`src/rtl/dacfe_pkg.sv`:
```
package dacfe_pkg;
  localparam int NCH = 2;
  // channel ordering: index 0 is channel A (select high), index 1 is B
  typedef enum logic {
    CH_B = 1'b0,
    CH_A = 1'b1
  } chan_e;
endpackage

```
`src/rtl/dacfe_sync.sv`:
```
module dacfe_sync #(
  parameter int W = 1,
  parameter logic [W-1:0] RV = '0
) (
  input  logic         clk,
  input  logic         rst,
  input  logic         clr_n,
  input  logic [W-1:0] d,
  output logic [W-1:0] q
);
  logic [W-1:0] s1;

  always_ff @(posedge clk or negedge clr_n) begin
    if (!clr_n) begin
      s1 <= RV;
      q  <= RV;
    end else if (rst) begin
      s1 <= RV;
      q  <= RV;
    end else begin
      s1 <= d;
      q  <= s1;
    end
  end
endmodule

```
`src/rtl/dacfe_channel.sv`:
```
module dacfe_channel #(
  parameter int DW = 12
) (
  input  logic          clk,
  input  logic          rst,
  input  logic          clr_n,
  input  logic          en,
  input  logic          wr,
  input  logic          ld_n,
  input  logic [DW-1:0] din,
  output logic [DW-1:0] dac_q
);
  logic [DW-1:0] in_q;
  logic          ld_prev;

  always_ff @(posedge clk or negedge clr_n) begin
    if (!clr_n) begin
      in_q    <= '0;
      dac_q   <= '0;
      ld_prev <= 1'b1;
    end else if (rst) begin
      in_q    <= '0;
      dac_q   <= '0;
      ld_prev <= 1'b1;
    end else begin
      ld_prev <= ld_n;
      if (en && wr) in_q <= din;
      // transparent while low, plus one capture on the rising edge
      if (en && (!ld_n || !ld_prev)) dac_q <= in_q;
    end
  end


  in_hold_chk: assert property (@(posedge clk) disable iff (rst || !en)
    !wr |=> $stable(in_q));


  dac_follow_chk: assert property (@(posedge clk) disable iff (rst || !en)
    !ld_n |=> (dac_q == $past(in_q)));


  dac_capture_chk: assert property (@(posedge clk) disable iff (rst || !en)
    $rose(ld_n) |=> (dac_q == $past(in_q)));


  dac_latched_chk: assert property (@(posedge clk) disable iff (rst || !en)
    (ld_n && ld_prev) |=> $stable(dac_q));
endmodule

```
`src/rtl/dac_dual_frontend.sv`:
```
module dac_dual_frontend
  import dacfe_pkg::*;
#(
  parameter int DW = 12
) (
  input  logic          clk,
  input  logic          rst,
  input  logic          cs_n,
  input  logic          sel_a,
  input  logic [DW-1:0] data,
  input  logic          ld_a_n,
  input  logic          ld_b_n,
  input  logic          clr_n,
  input  logic          shdn_n,
  output logic [DW-1:0] dac_a,
  output logic [DW-1:0] dac_b,
  output logic          out_en
);
  localparam int CW = 2 + NCH;
  localparam logic [CW-1:0] CTRL_IDLE = {1'b1, {NCH{1'b1}}, 1'b0};

  logic [CW-1:0]  ctrl_s;
  logic [DW-1:0]  data_s;
  logic           clr_ok;
  logic           cs_s;
  logic           sel_s;
  logic [NCH-1:0] ld_s;
  logic [DW-1:0]  dac_w [NCH];

  // bundle: {cs_n, ld_b_n, ld_a_n, sel_a}
  dacfe_sync #(.W(CW), .RV(CTRL_IDLE)) u_ctrl_sync (
    .clk(clk), .rst(rst), .clr_n(clr_n),
    .d({cs_n, ld_b_n, ld_a_n, sel_a}), .q(ctrl_s)
  );

  dacfe_sync #(.W(DW), .RV('0)) u_data_sync (
    .clk(clk), .rst(rst), .clr_n(clr_n), .d(data), .q(data_s)
  );

  // release of the clear is seen two edges after clr_n rises
  dacfe_sync #(.W(1), .RV(1'b0)) u_clr_sync (
    .clk(clk), .rst(rst), .clr_n(clr_n), .d(1'b1), .q(clr_ok)
  );

  // shutdown is not touched by the clear; second stage is the flag
  dacfe_sync #(.W(1), .RV(1'b0)) u_shdn_sync (
    .clk(clk), .rst(rst), .clr_n(1'b1), .d(shdn_n), .q(out_en)
  );

  assign sel_s = ctrl_s[0];
  assign ld_s  = ctrl_s[NCH:1];
  assign cs_s  = ctrl_s[CW-1];

  for (genvar i = 0; i < NCH; i++) begin : g_ch
    localparam chan_e ME = (i == 0) ? CH_A : CH_B;
    logic wr;
    assign wr = !cs_s && (chan_e'(sel_s) == ME);

    dacfe_channel #(.DW(DW)) u_ch (
      .clk(clk), .rst(rst), .clr_n(clr_n), .en(clr_ok),
      .wr(wr), .ld_n(ld_s[i]), .din(data_s), .dac_q(dac_w[i])
    );
  end

  assign dac_a = dac_w[0];
  assign dac_b = dac_w[1];


  clr_zero_chk: assert property (@(posedge clk) disable iff (rst)
    !clr_n |-> (dac_a == '0 && dac_b == '0));


  rst_flag_chk: assert property (@(posedge clk)
    rst |=> (!out_en && dac_a == '0 && dac_b == '0));
endmodule

```
`config.mk`:
```
export PLATFORM = sky130hd
export DESIGN_NAME = dac_dual_frontend
export DESIGN_NICKNAME = d
export VERILOG_FILES = /design/src/rtl/dacfe_pkg.sv /design/src/rtl/dacfe_sync.sv /design/src/rtl/dacfe_channel.sv /design/src/rtl/dac_dual_frontend.sv
export SDC_FILE = /design/constraint.sdc
export NUM_CORES = 1
export LEC_CHECK = 0
export ABC_CLOCK_PERIOD_IN_PS = 1600
export BUFFER_PORTS_ARGS = -buffer_cell sky130_fd_sc_hd__buf_2
export CORE_ASPECT_RATIO = 1.4
export CORE_MARGIN = 4
export CORE_UTILIZATION = 55
export DETAILED_ROUTE_END_ITERATION = 10
export PLACE_DENSITY = 0.82
export SYNTH_ARGS = -nofsm -noshare
export SYNTH_HDL_FRONTEND = slang
export SYNTH_HIERARCHICAL = 1
export SYNTH_SLANG_ARGS = --single-unit
```
`constraint.sdc`:
```
create_clock -name clk -period 1.6 [get_ports clk]
set_input_delay 0.16 -clock clk [delete_from_list [all_inputs] [get_ports clk]]
set_output_delay 0.16 -clock clk [all_outputs]
set_load 0.1 [all_outputs]
```
==> summary.md, run 1 <==
| Metric | Value |
|---|---|
| DRC | `0` |
| Largest net degree at the start of global routing | `between 60 and 70` |
| Starting Density | `0.578` |
| GR Util met1 | `0.198` |
| CTS tree | `yes` |
| WP depth | `1` |
| Min-delay worst type | `input port to flop` |
| Gate Count Post-Synth | `295` |
| Layout Cells excl Fill | `~420` |
| Resize count post-CTS | `0` |
| Fill count | `469` |
| Synth async-reset ratio | `1.00` |
| RD Place Congestion | `about 0.8` |
| Synthesized area | `about 0.0037 mm2` |
| Total number of H-tree levels | `3` |
| Port bufs | `44` |
| M2 GR Usage | `0.264` |
| Initial DRC count | `about 230` |
| CORE AREA | `0.00634 mm2` |
| Period minus WS final | `roughly 1300 ps` |
| Most frequent cell after synthesis | `dfrtp_1` |
| Least-Margin Pin Slew | `504 ps` |
| Worst EP arrival | `1150 ps` |
| Die width | `77.0 um` |
| Max-slew violations | `0` |
| DP HPWL | `3880 um` |
| Logic pwr share | `0.058` |
| CTS Buf Count | `9` |
| Max incr delay on CP | `roughly 430 ps` |
| FF-to-FF Start | `u_ctrl_sync/q[3]$_DFF_PN1_` |
| Commonest cells post-synth | `dfrtp_1, nand2b_1` |
| Layout Skew | `13.4 ps` |
| DP Cell Count | `402` |
| Status | `complete, no violations` |
| I/O pin count | `45` |
| Startpoint Class | `flop` |
| Max Cap Violations | `0` |
| EDFF count, synth | `0` |
| # clock sinks | `86` |
| ANT nets after route | `0` |
| Grt ovf | `0` |
| Clk slew on worst S/H paths | `80 ps` |
| Total negative setup slack | `0 ps` |
| Worst hold path cell count | `2` |
| Vias in the first global route | `around 2200` |
| Pre-Repair DR Iteration Count | `5` |
| Switching power total | `~0.86 mW` |
| Met3 usage | `0.0413` |
| Setup crit start | `g_ch[1].u_ch/dac_q[4]$_DFFE_PN0P_` |
| Top cell type by total area after synthesis | `dfrtp_1` |
| Unique cell type count in the Yosys netlist | `21` |
| Crit path buffers/inverters | `1` |
| RSZ-0062 raised after global routing | `no` |
| Top achievable clock speed | `763 MHz` |
| Deepest clock path buffer count | `2` |
| DIE HEIGHT | `between 100 and 150 um` |
| Leak | `1.90 nW` |
| Final Cycle Share | `0.819` |
| Most used DFF post-synth | `dfrtp_1` |
| Worst path slowest cell | `buf_2` |
| Total Power | `3.80 mW` |
| Clock power share | `0.353` |
| Worst Min Path Start | `data[11]` |
| Layout cells sized above 1 | `0.347` |
| Final antenna diode count | `0` |
| Worst vdd ir | `0.516 mV` |
| Fin nets | `365` |
| Max transition margin | `0.663` |
| Hold slack | `17.9 ps` |
| Final Setup Violations | `0` |
| Total GRT Usage | `0.159` |
| WS Path Type | `flop to output pin` |
| Seq pwr share | `0.589` |
| Total Routed Length | `5780 um` |
| Synth Warn # | `6` |
| Ranking of synthesized cells by area | `dfrtp_1, nand2b_1, a21bo_2` |
| Pint | `between 2 and 3 mW` |
| FF+latch count, synth | `86` |
| CP cell instances | `buf_2` |
| Crit. End Element | `output pin` |
| Syn-to-layout area delta | `13.6%` |
| Worst Path Max Fanout | `2` |
| Initial antenna violation count | `0` |
| Worst EP required | `1440 ps` |
| Switching share of total power | `0.225` |
| Global route hottest layer | `met2` |
| FP Rows | `34` |
| Power density cells | `914 mW/mm2` |
| Post-synth top area share | `0.533` |
| Die ar. | `0.00805 mm2` |
| CP delay by family, top | `buffers and inverters` |
| Worst Reg-to-Reg Cells | `4` |
| CTS root buffer | `clkbuf_8` |
| Post-synthesis area per instance | `12.4 um2` |
| Vias per inst | `5.26` |
| Clk_lat worst skew | `360 ps` |
| First-pass GRT wire length | `between 10000 and 15000 um` |
| Avg WL per Cell | `~14 um` |
| Sequential fraction of the synthesis area | `0.590` |
| Vias | `between 2000 and 2500` |
| Final Hold Vio Count | `0` |
-- logic make-up after synthesis --
| family | synth area share |
|---|---|
| buffers and inverters | 0.0396 |
| muxes | 0.0656 |
| DFF | 0.590 |
| other | 0.00102 |
| and+or+nand+nor | 0.195 |
| AOI/OAI and AO/OA | 0.109 |
-- layout by cell type, fill, tap and decap left out, types with 4 or more instances in the layout --
cell | Yosys | final
dfstp_2 | 8 | 8
a21bo_2 | 24 | 24
dfrtp_1 | 78 | 78
and2b_1 | 4 | 4
a21oi_1 | 24 | 24
dlygate4sd3_1 | 0 | 4
clkbuf_8 | 0 | 11
nand2b_1 | 48 | 48
nor2b_1 | 12 | 12
mux2i_1 | 24 | 24
nor2b_2 | 14 | 14
buf_2 | 14 | 43
or2_1 | 6 | 6
buf_4 | 2 | 10
nand3_1 | 24 | 24
-- power by group through the flow --
stage / clock (mW) / sequential (mW) / combinational [mW]
global route: 1.47 / 2.25 / 0.249
floorplan: 0 / 2.28 / 0.122
detailed placement: 0 / 2.28 / 0.219
global placement: 0 / 2.28 / 0.214
CTS: 1.37 / 2.24 / 0.226
finish: 1.34 / 2.24 / 0.221
-- layer usage --
layer,share of wire,wire (um)
met5,0,0
met4,0.016,92
met3,0.046,266
met2,0.52,2990
met1,0.42,2430
-- worst reg2reg max path, cell delays in order, from the launching register on --
cell     delay [ps]
dfstp_2         560
nor2_1           50
buf_4           200
a21bo_2         240
a21oi_1         150
-- path summary, 6_finish.rpt --
| check | end | slack [ps] |
|---|---|---|
| setup / recovery | dac_b[4] | 290 |
| hold / removal | u_data_sync/s1[11]$_DFF_PN0_ | 20 |
| setup reg to reg | g_ch[1].u_ch/in_q[9]$_DFFE_PN0P_ | 340 |
| hold reg to reg | u_data_sync/q[10]$_DFF_PN0_ | 460 |
| max in group asynchronous | g_ch[1].u_ch/dac_q[2]$_DFFE_PN0P_ | 730 |
| min in group asynchronous | g_ch[0].u_ch/dac_q[7]$_DFFE_PN0P_ | 260 |
-- area by class of cell --
type	instances	area, um2	share of cell area
sequential	86	2160	0.520
clock buffer	11	151	0.0364
multi-input combinational	189	1370	0.328
clock inverter	4	22.5	0.00541
timing repair buffer	59	370	0.0890
tap	72	90.1	0.0216
-- per-stage QoR --
| stage | util | setup WS (ps) | cell area [um2] |
|---|---|---|---|
| 2_1_floorplan | - | 392 | 3670 |
| 3_3_place_gp | 0.623 | 402 | 3950 |
| 3_5_place_dp | 0.623 | 352 | 3950 |
| 4_1_cts | 0.657 | 274 | 4160 |
| 5_1_grt | 0.657 | 235 | 4160 |
| 6_report | 0.657 | 290 | 4160 |
-- sequential cells by signal, summed over array words and instances, names as in the netlist --
name and flops:
u_shdn_sync/q 1, u_ctrl_sync/s1 4, g_ch.u_ch/dac_q 24, u_ctrl_sync/q 4
g_ch.u_ch/ld_prev 2, u_shdn_sync/s1 1, g_ch.u_ch/in_q 24, u_data_sync/s1 12
u_clr_sync/q 1, u_clr_sync/s1 1, u_data_sync/q 12
-- what timing repair did --
item                       CTS  global route
setup endpoints to repair    0             0
hold endpoints to repair    25             0
hold buffers                 4             0
setup buffers                0             0
No activity file was read; power rests on OpenSTA's default activity.
==> run 2: changes to the inputs <==
--- a/config.mk
+++ b/config.mk
@@ -5,13 +5,14 @@
 export SDC_FILE = /design/constraint.sdc
 export NUM_CORES = 1
 export LEC_CHECK = 0
-export ABC_CLOCK_PERIOD_IN_PS = 1600
+export ABC_AREA = 1
+export ABC_CLOCK_PERIOD_IN_PS = 1300
 export BUFFER_PORTS_ARGS = -buffer_cell sky130_fd_sc_hd__buf_2
 export CORE_ASPECT_RATIO = 1.4
 export CORE_MARGIN = 4
 export CORE_UTILIZATION = 55
 export DETAILED_ROUTE_END_ITERATION = 10
-export PLACE_DENSITY = 0.82
+export PLACE_DENSITY = 0.83
 export SYNTH_ARGS = -nofsm -noshare
 export SYNTH_HDL_FRONTEND = slang
 export SYNTH_HIERARCHICAL = 1
==> constraint.sdc (replaced) <==
create_clock -name clk -period 1.3 [get_ports clk]
set_input_delay 0.13 -clock clk [delete_from_list [all_inputs] [get_ports clk]]
set_output_delay 0.13 -clock clk [all_outputs]
set_load 0.1 [all_outputs]
==> summary.md, run 2 <==
| Metric | Value |
|---|---|
| Commonest non-fill, non-tap cell in the layout | `nand2_1` |
| Worst Path Max Fanout | `2` |
| RD Place Congestion | `0.795` |
| Total GRT Usage | `0.194` |
| RSZ-0062 raised after global routing | `no` |
| GR Util met1 | `0.229` |
| Max-slew violations | `0` |
| Sequential fraction of the synthesis area | `0.638` |
| Synth async-reset ratio | `1.00` |
| Max incr delay on CP | `around 430 ps` |
| DRC | `0` |
| Post-synth top area share | `0.576` |
| Vias in the first global route | `approximately 2500` |
| Avg WL per Cell | `around 12 um` |
| Leak | `2.34 nW` |
| Port bufs | `44` |
| Synth Warn # | `6` |
| CP delay by family, top | `buffers and inverters` |
| Final Setup Violations | `0` |
| Die ar. | `0.00750 mm2` |
| DIE HEIGHT | `101 um` |
| Most frequent cells in the layout | `nand2_1, dfrtp_1, inv_1` |
| Starting Density | `0.574` |
| Layout Skew | `7.06 ps` |
| Most used DFF post-synth | `dfrtp_1` |
| Crit path buffers/inverters | `1` |
| Top achievable clock speed | `between 700 and 800 MHz` |
| Die width | `74.3 um` |
| WS Path Type | `flop to output pin` |
| Period minus WS final | `1270 ps` |
| Area occupied by multi-input gates | `905 um2` |
| FF-to-FF setup slack | `150 ps` |
| DP Cell Count | `between 400 and 500` |
| Syn-to-layout area delta | `22.5%` |
| Register area | `0.00216 mm2` |
| FP Rows | `33` |
| Unique cell type count in the Yosys netlist | `15` |
| Startpoint Class | `flop` |
| M2 GR Usage | `0.333` |
| Synthesized area | `0.00339 mm2` |
| Layout Cells excl Fill | `between 500 and 600` |
| Commonest cells post-synth | `nand2_1, dfrtp_1, inv_1` |
| EDFF count, synth | `0` |
| Biggest regs | `g_ch.u_ch/dac_q (24), g_ch.u_ch/in_q (24)` |
| Most frequent cell after synthesis | `nand2_1` |
| # clock sinks | `86` |
| CTS Buf Count | `9` |
| Post-synthesis area per instance | `9.04 um2` |
| Clk slew on worst S/H paths | `80 ps` |
| CTS tree | `yes` |
| CP cell instances | `buf_2` |
| Total negative setup slack | `0 ps` |
| Crit. End Element | `output pin` |
| CORE AREA | `0.00590 mm2` |
| Ranking of synthesized cells by area | `dfrtp_1, nand2_1, nand3_1` |
| Worst Reg-to-Reg Cells | `4` |
| Worst path slowest cell | `buf_2` |
| Fill count | `435` |
| ANT nets after route | `0` |
| Grt ovf | `0` |
| Status | `complete, no violations` |
| Worst EP required | `1170 ps` |
| Min-delay worst type | `input port to async pin` |
| Max Cap Violations | `0` |
| FF+latch count, synth | `86` |
| Gate Count Post-Synth | `375` |
| Worst EP arrival | `between 1000 and 1500 ps` |
| Layout cells sized above 1 | `0.196` |
| Total Routed Length | `6250 um` |
| Deepest clock path buffer count | `2` |
| Vias | `approximately 2500` |
| Power density cells | `1180 mW/mm2` |
| Global route hottest layer | `met2` |
| Post CTS Setup Buffer Count | `0` |
| Largest net degree at the start of global routing | `28` |
| Fin nets | `approximately 470` |
| Worst vdd ir | `between 0.7 and 0.8 mV` |
| Initial antenna violation count | `0` |
| Least-Margin Pin Slew | `505 ps` |
| Top cell type by total area after synthesis | `dfrtp_1` |
| Met3 usage | `0.0449` |
| Vias per inst | `4.80` |
| CTS root buffer | `clkbuf_8` |
| Initial DRC count | `150` |
| First-pass GRT wire length | `11000 um` |
| FF-to-FF Start | `u_ctrl_sync/q[1]$_DFF_PN1_` |
| Reg2reg end | `g_ch[0].u_ch/dac_q[8]$_DFFE_PN0P_` |
| DP HPWL | `4360 um` |
| I/O pin count | `45` |
| Clk_lat worst skew | `340 ps` |
| Final Cycle Share | `0.976` |
| Pre-Repair DR Iteration Count | `4` |
| Max transition margin | `0.663` |
| Final Hold Vio Count | `0` |
| Final antenna diode count | `0` |
| Total number of H-tree levels | `3` |
run 2: cell types whose count changed in the layout (fill, tap and decap cells not counted), sizes merged, moves of 27 or more:
cell and change:
inv +60, nand2b -48, nor2 +53, nor2b -27, nand2 +104
run 2: what timing repair did:
| item | 4_1_cts | 5_1_grt |
|---|---|---|
| setup endpoints to repair | 1 | 15 |
| pin swaps | 0 | 0 |
| hold buffers | 18 | 0 |
| hold endpoints to repair | 94 | 0 |
| gates cloned | 0 | 0 |
| resized for setup | 1 | 15 |
run 2: cells by family (layout without fill, tap and decap cells):
kind of cell,after synthesis,count (layout),share of synthesized area
buffers and inverters,76,148,0.0975
other,1,3,0.00111
DFF,86,86,0.638
and+or+nand+nor,212,212,0.264
run 2: area by class of cell:
cell class,instances,share of cell area
Sequential cell,86,0.521
Clock inverter,1,0.00723
Clock buffer,12,0.0398
Tap cell,70,0.0211
Inverter,60,0.0542
Multi-Input combinational cell,215,0.218
Timing Repair Buffer,75,0.139
run 2: routing by layer:
layer / wire length, um / share of wire
met4: 159 / 0.025
met3: 227 / 0.036
met2: 3370 / 0.54
met1: 2490 / 0.40
met5: 0 / 0
run 2: worst max-delay path by stage:
| stage | from | endpoint | cells past startpoint |
|---|---|---|---|
| final | g_ch[0].u_ch/dac_q[2]$_DFFE_PN0P_ | dac_a[2] | 1 |
| after global routing | g_ch[0].u_ch/dac_q[2]$_DFFE_PN0P_ | dac_a[2] | 1 |
| after CTS | g_ch[0].u_ch/dac_q[8]$_DFFE_PN0P_ | dac_a[8] | 1 |
| after detailed placement | rst | g_ch[0].u_ch/dac_q[11]$_DFFE_PN0P_ | 4 |
| after global placement | rst | g_ch[1].u_ch/in_q[1]$_DFFE_PN0P_ | 5 |
| after floorplan | g_ch[0].u_ch/dac_q[0]$_DFFE_PN0P_ | g_ch[0].u_ch/dac_q[0]$_DFFE_PN0P_ | 2 |
run 2: report_power, final:
| group | total [mW] | switching [mW] | internal, mW |
|---|---|---|---|
| Combinational | 0.290 | 0.175 | 0.115 |
| Sequential | 2.76 | 0.0246 | 2.73 |
| Clock | 1.84 | 0.829 | 1.01 |
run 2: through the flow:
step                utilization  power [mW]  worst slack [ps]  hold WS [ps]  instance area, um2
floorplan                     -        2.92               114          -166                3400
global placement          0.633        3.05               196          32.1                3740
detailed placement        0.633        3.06               174          37.8                3740
CTS                       0.697        4.93              13.0           208                4120
global route              0.703        5.07              1.31           216                4150
finish                    0.703        4.89              31.6           217                4150
